<file path="src/rtl/dcs_pkg.sv">
package dcs_pkg;

    typedef enum logic [1:0] {
        PATH_NONE = 2'd0,
        PATH_GPR  = 2'd1,
        PATH_FPR  = 2'd2,
        PATH_CSR  = 2'd3
    } path_e;

    typedef struct packed {
        path_e       path;
        logic        wr;      // 1: data slot -> register
        logic        dbl;     // 64-bit access
        logic        post;    // end with jump into program buffer
        logic [11:0] reg_id;  // register index or CSR number
    } plan_t;

    localparam logic [2:0] ERR_NONE   = 3'd0;
    localparam logic [2:0] ERR_BUSY   = 3'd1;
    localparam logic [2:0] ERR_NOTSUP = 3'd2;

    localparam logic [6:0] OPC_LOAD     = 7'h03;
    localparam logic [6:0] OPC_LOAD_FP  = 7'h07;
    localparam logic [6:0] OPC_STORE    = 7'h23;
    localparam logic [6:0] OPC_STORE_FP = 7'h27;
    localparam logic [6:0] OPC_JAL      = 7'h6F;
    localparam logic [6:0] OPC_SYSTEM   = 7'h73;

    localparam logic [31:0] WORD_EBREAK = 32'h0010_0073;
    localparam logic [4:0]  REG_S0      = 5'd8;

    // load (to_reg) or store against x0 + off
    function automatic logic [31:0] enc_xfer(input logic fp, input logic to_reg,
                                             input logic dbl, input logic [4:0] r,
                                             input logic [11:0] off);
        logic [2:0] f3;
        f3 = {2'b01, dbl};
        if (to_reg)
            enc_xfer = {off, 5'd0, f3, r, (fp ? OPC_LOAD_FP : OPC_LOAD)};
        else
            enc_xfer = {off[11:5], r, 5'd0, f3, off[4:0], (fp ? OPC_STORE_FP : OPC_STORE)};
    endfunction

    // csrrw x0, csr, rs1
    function automatic logic [31:0] enc_csr_put(input logic [11:0] csr, input logic [4:0] rs1);
        enc_csr_put = {csr, rs1, 3'b001, 5'd0, OPC_SYSTEM};
    endfunction

    // csrrs rd, csr, x0
    function automatic logic [31:0] enc_csr_get(input logic [11:0] csr, input logic [4:0] rd);
        enc_csr_get = {csr, 5'd0, 3'b010, rd, OPC_SYSTEM};
    endfunction

    // jal x0, off
    function automatic logic [31:0] enc_jump(input logic [20:0] off);
        enc_jump = {off[20], off[10:1], off[11], off[19:12], 5'd0, OPC_JAL};
    endfunction

endpackage

</file>
<file path="src/rtl/dcs_decode.sv">
module dcs_decode
    import dcs_pkg::*;
#(
    parameter int RN_W   = 16,
    parameter int PB_W   = 5,
    parameter int IDX_W  = 3,
    parameter int CSR_SEQ_LAST = 4
) (
    input  logic              transfer,
    input  logic              write,
    input  logic              postexec,
    input  logic [2:0]        size,
    input  logic [RN_W-1:0]   regno,
    input  logic [PB_W-1:0]   pb_words,
    output plan_t             plan,
    output logic [IDX_W-1:0]  last_idx,
    output logic              notsup
);
    localparam logic [RN_W-1:0] GPR_BASE = RN_W'(16'h1000);
    localparam logic [RN_W-1:0] FPR_BASE = RN_W'(16'h1020);
    localparam logic [RN_W-1:0] FPR_END  = RN_W'(16'h1040);

    logic size_ok;
    assign size_ok = (size == 3'd2) || (size == 3'd3);

    always_comb begin
        plan.path   = PATH_NONE;
        plan.wr     = write;
        plan.dbl    = (size == 3'd3);
        plan.post   = postexec;
        plan.reg_id = 12'(regno);
        last_idx    = '0;
        notsup      = 1'b0;
        if (transfer) begin
            if (regno < GPR_BASE) begin
                plan.path = PATH_CSR;
                last_idx  = IDX_W'(CSR_SEQ_LAST);
                notsup    = !size_ok || (pb_words >= PB_W'(2));
            end else if (regno < FPR_BASE) begin
                plan.path   = PATH_GPR;
                plan.reg_id = {7'd0, regno[4:0]};
                last_idx    = IDX_W'(1);
                notsup      = !size_ok;
            end else if (regno < FPR_END) begin
                plan.path   = PATH_FPR;
                plan.reg_id = {7'd0, regno[4:0]};
                last_idx    = IDX_W'(1);
                notsup      = !size_ok;
            end else begin
                notsup = 1'b1;
            end
        end
    end
endmodule

</file>
<file path="src/rtl/dcs_wordgen.sv">
module dcs_wordgen
    import dcs_pkg::*;
#(
    parameter int          IDX_W     = 3,
    parameter int          ABS_WORDS = 5,
    parameter logic [11:0] DATA_OFF  = 12'h380,
    parameter logic [11:0] SCR_CSR   = 12'h7B2
) (
    input  plan_t             plan,
    input  logic [IDX_W-1:0]  idx,
    input  logic [IDX_W-1:0]  last_idx,
    output logic [31:0]       word
);
    logic [20:0] jump_off;
    logic [31:0] tail_word;
    logic [31:0] one_xfer;
    logic        is_fp;

    // distance from word idx to the first program-buffer word
    assign jump_off  = (21'(ABS_WORDS) - 21'(idx)) << 2;
    assign tail_word = plan.post ? enc_jump(jump_off) : WORD_EBREAK;
    assign is_fp     = (plan.path == PATH_FPR);
    assign one_xfer  = enc_xfer(is_fp, plan.wr, plan.dbl, plan.reg_id[4:0], DATA_OFF);

    always_comb begin
        word = tail_word;
        if (idx != last_idx) begin
            unique case (plan.path)
                PATH_GPR, PATH_FPR: word = one_xfer;
                PATH_CSR: begin
                    unique case (idx)
                        IDX_W'(0): word = enc_csr_put(SCR_CSR, REG_S0);
                        IDX_W'(1): word = plan.wr ? enc_xfer(1'b0, 1'b1, plan.dbl, REG_S0, DATA_OFF)
                                                  : enc_csr_get(plan.reg_id, REG_S0);
                        IDX_W'(2): word = plan.wr ? enc_csr_put(plan.reg_id, REG_S0)
                                                  : enc_xfer(1'b0, 1'b0, plan.dbl, REG_S0, DATA_OFF);
                        IDX_W'(3): word = enc_csr_get(SCR_CSR, REG_S0);
                        default:   word = tail_word;
                    endcase
                end
                default: word = tail_word;
            endcase
        end
    end
endmodule

</file>
<file path="src/rtl/dcs_ctrl.sv">
module dcs_ctrl
    import dcs_pkg::*;
#(
    parameter int          IDX_W     = 3,
    parameter int          HART_W    = 4,
    parameter int          ADDR_W    = 12,
    parameter logic [11:0] FLAG_BASE = 12'h400
) (
    input  logic              clk,
    input  logic              rst_n,
    input  logic              cmd_valid,
    input  logic              notsup,
    input  plan_t             plan_in,
    input  logic [IDX_W-1:0]  last_in,
    input  logic [HART_W-1:0] hart_in,
    input  logic              err_clear,
    output plan_t             plan_q,
    output logic [IDX_W-1:0]  last_q,
    output logic [IDX_W-1:0]  idx_q,
    output logic              buf_we,
    output logic              flag_we,
    output logic [ADDR_W-1:0] flag_addr,
    output logic              busy,
    output logic [2:0]        err_q
);
    typedef enum logic [1:0] {
        S_IDLE   = 2'd0,
        S_EMIT   = 2'd1,
        S_LAUNCH = 2'd2
    } state_e;

    state_e            state_q, state_d;
    logic [HART_W-1:0] hart_q;
    logic              accept, collide, reject;

    assign accept  = (state_q == S_IDLE) && cmd_valid && (err_q == ERR_NONE) && !notsup;
    assign reject  = (state_q == S_IDLE) && cmd_valid && (err_q == ERR_NONE) && notsup;
    assign collide = (state_q != S_IDLE) && cmd_valid && (err_q == ERR_NONE);

    // next state
    always_comb begin
        state_d = state_q;
        unique case (state_q)
            S_IDLE:   if (accept) state_d = S_EMIT;
            S_EMIT:   if (idx_q == last_q) state_d = S_LAUNCH;
            S_LAUNCH: state_d = S_IDLE;
            default:  state_d = S_IDLE;
        endcase
    end

    // state register and captured command
    always_ff @(posedge clk or negedge rst_n) begin
        if (!rst_n) begin
            state_q <= S_IDLE;
            plan_q  <= '0;
            last_q  <= '0;
            idx_q   <= '0;
            hart_q  <= '0;
            err_q   <= ERR_NONE;
        end else begin
            state_q <= state_d;
            if (accept) begin
                plan_q <= plan_in;
                last_q <= last_in;
                hart_q <= hart_in;
                idx_q  <= '0;
            end else if (state_q == S_EMIT && idx_q != last_q) begin
                idx_q <= idx_q + IDX_W'(1);
            end
            if (collide)        err_q <= ERR_BUSY;
            else if (reject)    err_q <= ERR_NOTSUP;
            else if (err_clear) err_q <= ERR_NONE;
        end
    end

    // outputs
    always_comb begin
        buf_we    = 1'b0;
        flag_we   = 1'b0;
        busy      = 1'b0;
        unique case (state_q)
            S_IDLE:   ;
            S_EMIT:   begin buf_we  = 1'b1; busy = 1'b1; end
            S_LAUNCH: begin flag_we = 1'b1; busy = 1'b1; end
            default:  ;
        endcase
        flag_addr = FLAG_BASE[ADDR_W-1:0] + ADDR_W'(hart_q);
    end

    AST_IDLE_QUIET: assert property (@(posedge clk) disable iff (!rst_n)
        !busy |-> (!buf_we && !flag_we));
    AST_IDX_FIRST: assert property (@(posedge clk) disable iff (!rst_n)
        $rose(buf_we) |-> (idx_q == '0));
    AST_IDX_STEP: assert property (@(posedge clk) disable iff (!rst_n)
        (buf_we && $past(buf_we)) |-> (idx_q == $past(idx_q) + IDX_W'(1)));
    AST_GO_AFTER_WORDS: assert property (@(posedge clk) disable iff (!rst_n)
        flag_we |-> ($past(buf_we) && !buf_we));
    AST_BUSY_ERR: assert property (@(posedge clk) disable iff (!rst_n)
        (busy && cmd_valid && err_q == ERR_NONE) |=> (err_q == ERR_BUSY));
    AST_ERR_STICKY: assert property (@(posedge clk) disable iff (!rst_n)
        (err_q != ERR_NONE && !err_clear) |=> $stable(err_q));
    AST_NO_START_ON_ERR: assert property (@(posedge clk) disable iff (!rst_n)
        $rose(busy) |-> ($past(err_q) == ERR_NONE));
endmodule

</file>
<file path="src/rtl/dbg_cmd_seq.sv">
module dbg_cmd_seq
    import dcs_pkg::*;
#(
    parameter int          RN_W      = 16,
    parameter int          PB_W      = 5,
    parameter int          HART_W    = 4,
    parameter int          ADDR_W    = 12,
    parameter int          ABS_WORDS = 5,
    parameter logic [11:0] DATA_OFF  = 12'h380,
    parameter logic [11:0] FLAG_BASE = 12'h400,
    parameter logic [11:0] SCR_CSR   = 12'h7B2
) (
    input  logic              clk,
    input  logic              rst_n,
    input  logic              cmd_valid,
    input  logic              cmd_transfer,
    input  logic              cmd_write,
    input  logic              cmd_postexec,
    input  logic [2:0]        cmd_size,
    input  logic [RN_W-1:0]   cmd_regno,
    input  logic [PB_W-1:0]   progbuf_words,
    input  logic [HART_W-1:0] hart_sel,
    input  logic              err_clear,
    output logic              buf_we,
    output logic [2:0]        buf_idx,
    output logic [31:0]       buf_wdata,
    output logic              flag_we,
    output logic [ADDR_W-1:0] flag_addr,
    output logic [7:0]        flag_set,
    output logic              busy,
    output logic [2:0]        cmd_err
);
    localparam int IDX_W = $clog2(ABS_WORDS);

    plan_t            dec_plan, run_plan;
    logic [IDX_W-1:0] dec_last, run_last, run_idx;
    logic             dec_notsup;

    dcs_decode #(
        .RN_W(RN_W), .PB_W(PB_W), .IDX_W(IDX_W), .CSR_SEQ_LAST(ABS_WORDS - 1)
    ) u_decode (
        .transfer (cmd_transfer),
        .write    (cmd_write),
        .postexec (cmd_postexec),
        .size     (cmd_size),
        .regno    (cmd_regno),
        .pb_words (progbuf_words),
        .plan     (dec_plan),
        .last_idx (dec_last),
        .notsup   (dec_notsup)
    );

    dcs_ctrl #(
        .IDX_W(IDX_W), .HART_W(HART_W), .ADDR_W(ADDR_W), .FLAG_BASE(FLAG_BASE)
    ) u_ctrl (
        .clk       (clk),
        .rst_n     (rst_n),
        .cmd_valid (cmd_valid),
        .notsup    (dec_notsup),
        .plan_in   (dec_plan),
        .last_in   (dec_last),
        .hart_in   (hart_sel),
        .err_clear (err_clear),
        .plan_q    (run_plan),
        .last_q    (run_last),
        .idx_q     (run_idx),
        .buf_we    (buf_we),
        .flag_we   (flag_we),
        .flag_addr (flag_addr),
        .busy      (busy),
        .err_q     (cmd_err)
    );

    dcs_wordgen #(
        .IDX_W(IDX_W), .ABS_WORDS(ABS_WORDS), .DATA_OFF(DATA_OFF), .SCR_CSR(SCR_CSR)
    ) u_wordgen (
        .plan     (run_plan),
        .idx      (run_idx),
        .last_idx (run_last),
        .word     (buf_wdata)
    );

    assign buf_idx  = 3'(run_idx);
    assign flag_set = 8'h01;

    AST_REJECT_QUIET: assert property (@(posedge clk) disable iff (!rst_n)
        (!busy && cmd_valid && dec_notsup) |=> (!busy && !buf_we && !flag_we));
endmodule

</file>
<file path="config.mk">
export PLATFORM = sky130hd
export DESIGN_NAME = dbg_cmd_seq
export DESIGN_NICKNAME = d
export VERILOG_FILES = /design/src/rtl/dcs_pkg.sv /design/src/rtl/dcs_decode.sv /design/src/rtl/dcs_wordgen.sv /design/src/rtl/dcs_ctrl.sv /design/src/rtl/dbg_cmd_seq.sv
export SDC_FILE = /design/constraint.sdc
export NUM_CORES = 1
export LEC_CHECK = 0
export BUFFER_PORTS_ARGS = -buffer_cell sky130_fd_sc_hd__buf_2
export CORE_AREA = 2 2 79 66
export CTS_BUF_LIST = sky130_fd_sc_hd__clkbuf_4
export DETAILED_ROUTE_END_ITERATION = 7
export DIE_AREA = 0 0 81 68
export GPL_ROUTABILITY_DRIVEN = 0
export PLACE_DENSITY = 0.81
export RECOVER_POWER = 50
export SLEW_MARGIN = 5
export SYNTH_ARGS = -nofsm -noshare
export SYNTH_HDL_FRONTEND = slang
export SYNTH_SLANG_ARGS = --single-unit
</file>
<file path="constraint.sdc">
create_clock -name clk -period 4.32 [get_ports clk]
set_clock_uncertainty 0.2 [all_clocks]
set_input_delay 0.864 -clock clk [delete_from_list [all_inputs] [get_ports clk]]
set_output_delay 0.864 -clock clk [all_outputs]
set_load 0.005 [all_outputs]
</file>
* Word level (Yosys, flattened, before mapping)
Index checks and enable logic that the tools add are counted.
** Word-level totals
- Flip-flop bits (word level) :: 32
- Bits of input ports :: 35
- Output and inout port bits :: 61
- Word-level logic and storage cells :: 87
** Cells by class
- Order comparisons :: 4
- Multiplexer cells :: 36
- Reductions and logical operators :: 20
- Add/sub/neg operators :: 3
- Eq/ne operators :: 14
** Operators with widths (count)
- two-way mux 32 bit :: 4
- one-hot mux 32 bit (4 select lines) :: 1
- one-hot mux 32 bit (2 select lines) :: 1
- < comparator 16 x 13 -> 1 bit, second input constant :: 3
- two-way mux 12 bit :: 4
- two-way mux 3 bit :: 10
- two-way mux 25 bit :: 1
- adder 11 x 4 -> 12 bit, first input constant :: 1
- equality test 3 x 2 -> 1 bit, second input constant :: 4
- two-way mux 2 bit :: 6
- two-way mux 1 bit :: 8
- logical AND 1 bit :: 7
- equality test 2 bit, second input constant :: 3
- logical NOT 3 bit :: 2
- >= comparator 5 x 2 -> 1 bit, second input constant :: 1
- equality test 2 x 1 -> 1 bit, second input constant :: 2
- != test 2 x 1 -> 1 bit, second input constant :: 2
- one-hot mux 2 bit (2 select lines) :: 1
- nonzero test 2 bit :: 2
- OR reduction 2 bit :: 2
- subtractor 3 x 3 -> 4 bit, first input constant :: 1
- adder 3 x 1 -> 3 bit, second input constant :: 1
- equality test 3 x 1 -> 1 bit, second input constant :: 1
- equality test 3 bit :: 1
- 6 further kinds :: 8

* Longest topological paths before layout
- Depth in word-level cells :: 11
- Gate-level depth with buffers :: 8
- Mapped depth without buffers :: 7

* Hierarchy
From an unflattened synthesis, not the netlist that was laid out.
** Unflattened totals
- Cell total of the unflattened synthesis :: 269
- Area total of the unflattened synthesis :: 2575.0 µm²
** Modules (own cells, without submodules)
- dcs_ctrl :: instances 1, cells each 101, sequential area each 775.7 µm², area each 1402.6 µm²
- dcs_wordgen :: instances 1, cells each 124, sequential area each 0.0 µm², area each 885.8 µm²
- dcs_decode :: instances 1, cells each 34, sequential area each 0.0 µm², area each 219.0 µm²
- dbg_cmd_seq :: instances 1, cells each 10, sequential area each 0.0 µm², area each 67.6 µm²

* Least setup slack after synthesis
No wires, ideal clock.
- Kind :: flip-flop to output port
- Start point :: register u_ctrl.idx_q[2]
- End point :: output port buf_wdata[12]
- Path buffers :: 1
- Slack :: 1.370 ns
- Arrival :: 1.886 ns
- Stages on the path, launching flop included :: 8
- Data required time :: 3.256 ns
- Path through :: dfrtp_1 > buf_2 > inv_1 > ha_1 > o21ai_0 > or4_1 > o311ai_1 > o21bai_1
** Between the ends
- Cells in the longest elaborated chain, start to end :: 5
- Elaborated cells between the ends (all ways) :: 10
- Classes of those cells :: 1 x add/sub; 4 x eq/ne; 4 x mux; 1 x reduce/logical
** Ends and longest elaborated chain
- from (decl) :: RTL line dcs_ctrl.sv:19 : output logic [IDX_W-1:0] idx_q,
- from (signal assigned) :: RTL line dcs_ctrl.sv:68 : idx_q <= idx_q + IDX_W'(1);
- subtractor 3 x 3 -> 4 bit :: RTL line dcs_wordgen.sv:20 : assign jump_off = (21'(ABS_WORDS) - 21'(idx)) << 2;
- two-way mux 32 bit :: RTL line dcs_wordgen.sv:21 : assign tail_word = plan.post ? enc_jump(jump_off) : WORD_EBREAK;
- one-hot mux 32 bit (4 select lines) :: RTL line dcs_wordgen.sv:31 : unique case (idx)
- one-hot mux 32 bit (2 select lines) :: RTL line dcs_wordgen.sv:28 : unique case (plan.path)
- two-way mux 32 bit (*) :: RTL line dcs_wordgen.sv:27 : if (idx != last_idx) begin
- to (decl) :: RTL line dbg_cmd_seq.sv:26 : output logic [31:0] buf_wdata,
Every way passes the cells marked *; elsewhere a longest branch is shown, timed or not.

* Worst setup path in the final report
- Start point :: register u_ctrl.idx_q[2]
- End point :: output port buf_wdata[24]
Same word-level chain as after synthesis.

==> summary.txt <==
Flow run
  • Number of max-cap violations: 1

Setup path
  • CP Max Fanout: 12
  • Crit. End Element: output pin
  • Crit path max-delay cell type: dfrtp_1
  • RR Startpoint: u_ctrl.state_q[1]
  • Critical path cell sequence: inv_1 -> ha_1 -> o21ai_0 -> o31a_1 -> nor2_1 -> a22oi_1 -> o21ai_0 -> buf_2
  • Worst EP required: approximately 3300 ps
  • Most used cell, CP: o21ai_0
  • CP arrival: 2600 ps
  • Worst Setup SP: u_ctrl.idx_q[2]
  • Slowest Stage Delay on Critical Path: 600 ps
  • CP bufs+invs: 2
  • Critical path class: reg -> out
  • Critical Path Source Type: flop
  • CP delay by family, top: compound AO/OA/AOI/OAI gates

Clocking
  • Hold_buf cts: 0
  • Total CTS buffers: 5
  • # Post-CTS Setup Buffers: 0
  • Root buf cell: clkbuf_4
  • H-tree levels: 2
  • Clock Latency Late Sink: 320 ps
  • Clock Path Buffers: 2
  • PostCTS Resize Cnt: 0
  • Clock Sinks: 30
  • CTS tree: done
  • Clock slew seen by the registers of the worst setup and hold paths: 90 ps

Synthesis
  • Seq cells post-synth: 30
  • Distinct cell type count after synthesis: 53
  • Cell area after synthesis: about 2300 µm²
  • Post-synthesis sequential area ratio: 32.9%
  • Main synth FF type: dfrtp_1
  • Number of synthesized flops with an enable pin: 0
  • Asr flop ratio synth: between 90% and 100%
  • Synth Instances: between 200 and 300
  • Synth warnings: 0
  • Mean Syn Cell Area: 8.89 µm²

Cells and area
  • Layout cells sized above 1: around 29%
  • Fillers: 464
  • Area of the multi-input gates: 1280 µm²
  • Area growth syn-to-layout: 13.7%
  • Fin util: between 50% and 60%
  • Nets: 373
  • Register area: between 700 and 800 µm²
  • Post-Layout Cell Count: 386
  • Final instance area: 2600 µm²
  • Antenna Diode Count: 0

STA
  • Final hold vios: 0
  • Crit path time final: between 3000 and 4000 ps
  • Slew headroom: -4.22%
  • Final period util: 84.7%
  • F_max: between 200 and 300 MHz
  • Least-Margin Pin Slew: 1560 ps
  • Fin Setup TNS: 0 ps
  • Final setup vio count: 0
  • RSZ-0062 raised after global routing: no
  • Pins Over Slew Limit: 31

Detailed routing
  • Post-route ant nets: 0
  • Vias after detailed routing: 2066
  • Vias per cell: 5.35
  • WL/cell: 13.7 µm
  • DR iter-0 viols: 120
  • Post-route DRC: 0
  • Final wirelength: 5.28 mm
  • 1st-pass router iterations: 4

Floorplan
  • FP Rows: 23
  • Initial core utilization: 47.8%
  • Core area: 4780 µm²
  • Die Ht: between 60 and 70 µm
  • Ports: 96
  • Die Width: between 80 and 90 µm
  • Die ar.: 5510 µm²

Power and ir drop
  • Reg power frac: 33.0%
  • Combinational power share: between 50% and 60%
  • Clock power share: 8.6%
  • VDD IR-drop max: 0.327 mV
  • Sw Ratio: 45.6%
  • LEAKAGE: 0.00133 µW
  • NetSw: 774 µW
  • Internal Pwr Total: 925 µW
  • Cell Pwr Density: roughly 650 nW/µm²

Placed design
  • DP HPWL: 4.08 mm
  • DP Area: 2590 µm²
  • Placed insts: 380
  • Count of input and output buffers: 75

Worst hold path
  • Hold_sp: u_ctrl.plan_q[11]
  • Worst min path class: reg -> reg

Outcome
  • Status: finished with violations
  • Failing checks: capacitance limit, slew limit

Global routing
  • GRT Util Overall: 19.4%
  • Largest net degree at the start of global routing: 31
  • Initial antenna violation count: 0
  • Congestion Overflow GR: 0
  • Global-route wire length before repair: about 8.2 mm
  • Vias in the first global route: 1798
-- layout by cell type, fill, tap and decap left out, drive strengths merged, types with 7 or more instances in the layout --
cell    instances
nor2           17
conb           19
and2            7
buf            70
a21oi          19
clkbuf         12
nand2          15
inv            17
o21ai          22
dfrtp          30
ha             13
mux2           11
-- power by group through the flow --
| stage | combinational (µW) | clock (µW) | sequential [µW] |
|---|---|---|---|
| floorplan | 732 | 0 | 498 |
| global placement | 969 | 0 | 557 |
| detailed placement | 996 | 0 | 562 |
| CTS | 1000 | 150 | 558 |
| global route | 1110 | 159 | 580 |
| finish | 991 | 146 | 561 |
-- kinds of logic after synthesis --
| family | count (synthesis) | synth area share [%] |
|---|---|---|
| flops | 30 | 32.9 |
| mux | 13 | 6.79 |
| xor+xnor | 3 | 1.15 |
| simple gates | 65 | 14.5 |
| fa+ha+maj | 13 | 7.12 |
| buf+inv | 50 | 12.7 |
| compound gates | 81 | 24.5 |
| other cells | 2 | 0.329 |
-- routing by layer --
metal / up-vias / track usage [%] / wire length, µm
li1: 1010 / - / -
met4: 0 / 5.93 / 51
met2: 89 / 30.8 / 2360
met5: - / 0 / 0
met1: 960 / 26.6 / 2480
met3: 7 / 4.09 / 387
-- sequential cells by signal (all words and copies together) (netlist names) --
register,cells
u_ctrl.err_q,2
u_ctrl.hart_q,4
u_ctrl.idx_q,3
u_ctrl.last_q,2
u_ctrl.plan_q,17
u_ctrl.state_q,2
-- final timing paths --
path / endpoint / slack [ps] / cells past startpoint
setup / recovery: buf_wdata[24] / 660 / 8
hold / removal: u_ctrl.plan_q[11] / 320 / 1
setup reg to reg: u_ctrl.hart_q[3] / 1210 / 7
hold reg to reg: u_ctrl.plan_q[11] / 320 / 1
max in group asynchronous: u_ctrl.plan_q[8] / 2290 / 1
min in group asynchronous: u_ctrl.err_q[1] / 710 / 1
-- final cells by class --
class	count	share of cell area [%]
clock buffer	5	1.45
multi-input combinational	194	49.5
inverter	17	2.46
sequential	30	28.9
clock inverter	1	0.145
timing repair buffer	77	14.6
tap	62	2.99
-- synthesized netlist by cell type (5+ instances only) --
| cell | count | area, µm² |
|---|---|---|
| a21oi_1 | 19 | 95.1 |
| a22o_1 | 6 | 52.6 |
| and2_1 | 7 | 43.8 |
| buf_4 | 23 | 173 |
| clkbuf_1 | 7 | 26.3 |
| dfrtp_1 | 30 | 751 |
| ha_1 | 13 | 163 |
| inv_1 | 17 | 63.8 |
| mux2_2 | 8 | 90.1 |
| nand2_1 | 15 | 56.3 |
| nor2_1 | 17 | 63.8 |
| o21a_1 | 5 | 37.5 |
| o21ai_0 | 21 | 105 |
-- metrics by stage --
| step | setup slack [ps] | hold WS (ps) | total power (µW) |
|---|---|---|---|
| 2_1_floorplan | 1370 | 273 | 1230 |
| 3_3_place_gp | 991 | 287 | 1530 |
| 3_5_place_dp | 996 | 296 | 1560 |
| 4_1_cts | 706 | 319 | 1710 |
| 5_1_grt | 367 | 339 | 1850 |
| 6_report | 661 | 318 | 1700 |
Note: power is estimated with default switching activity, not from simulation.
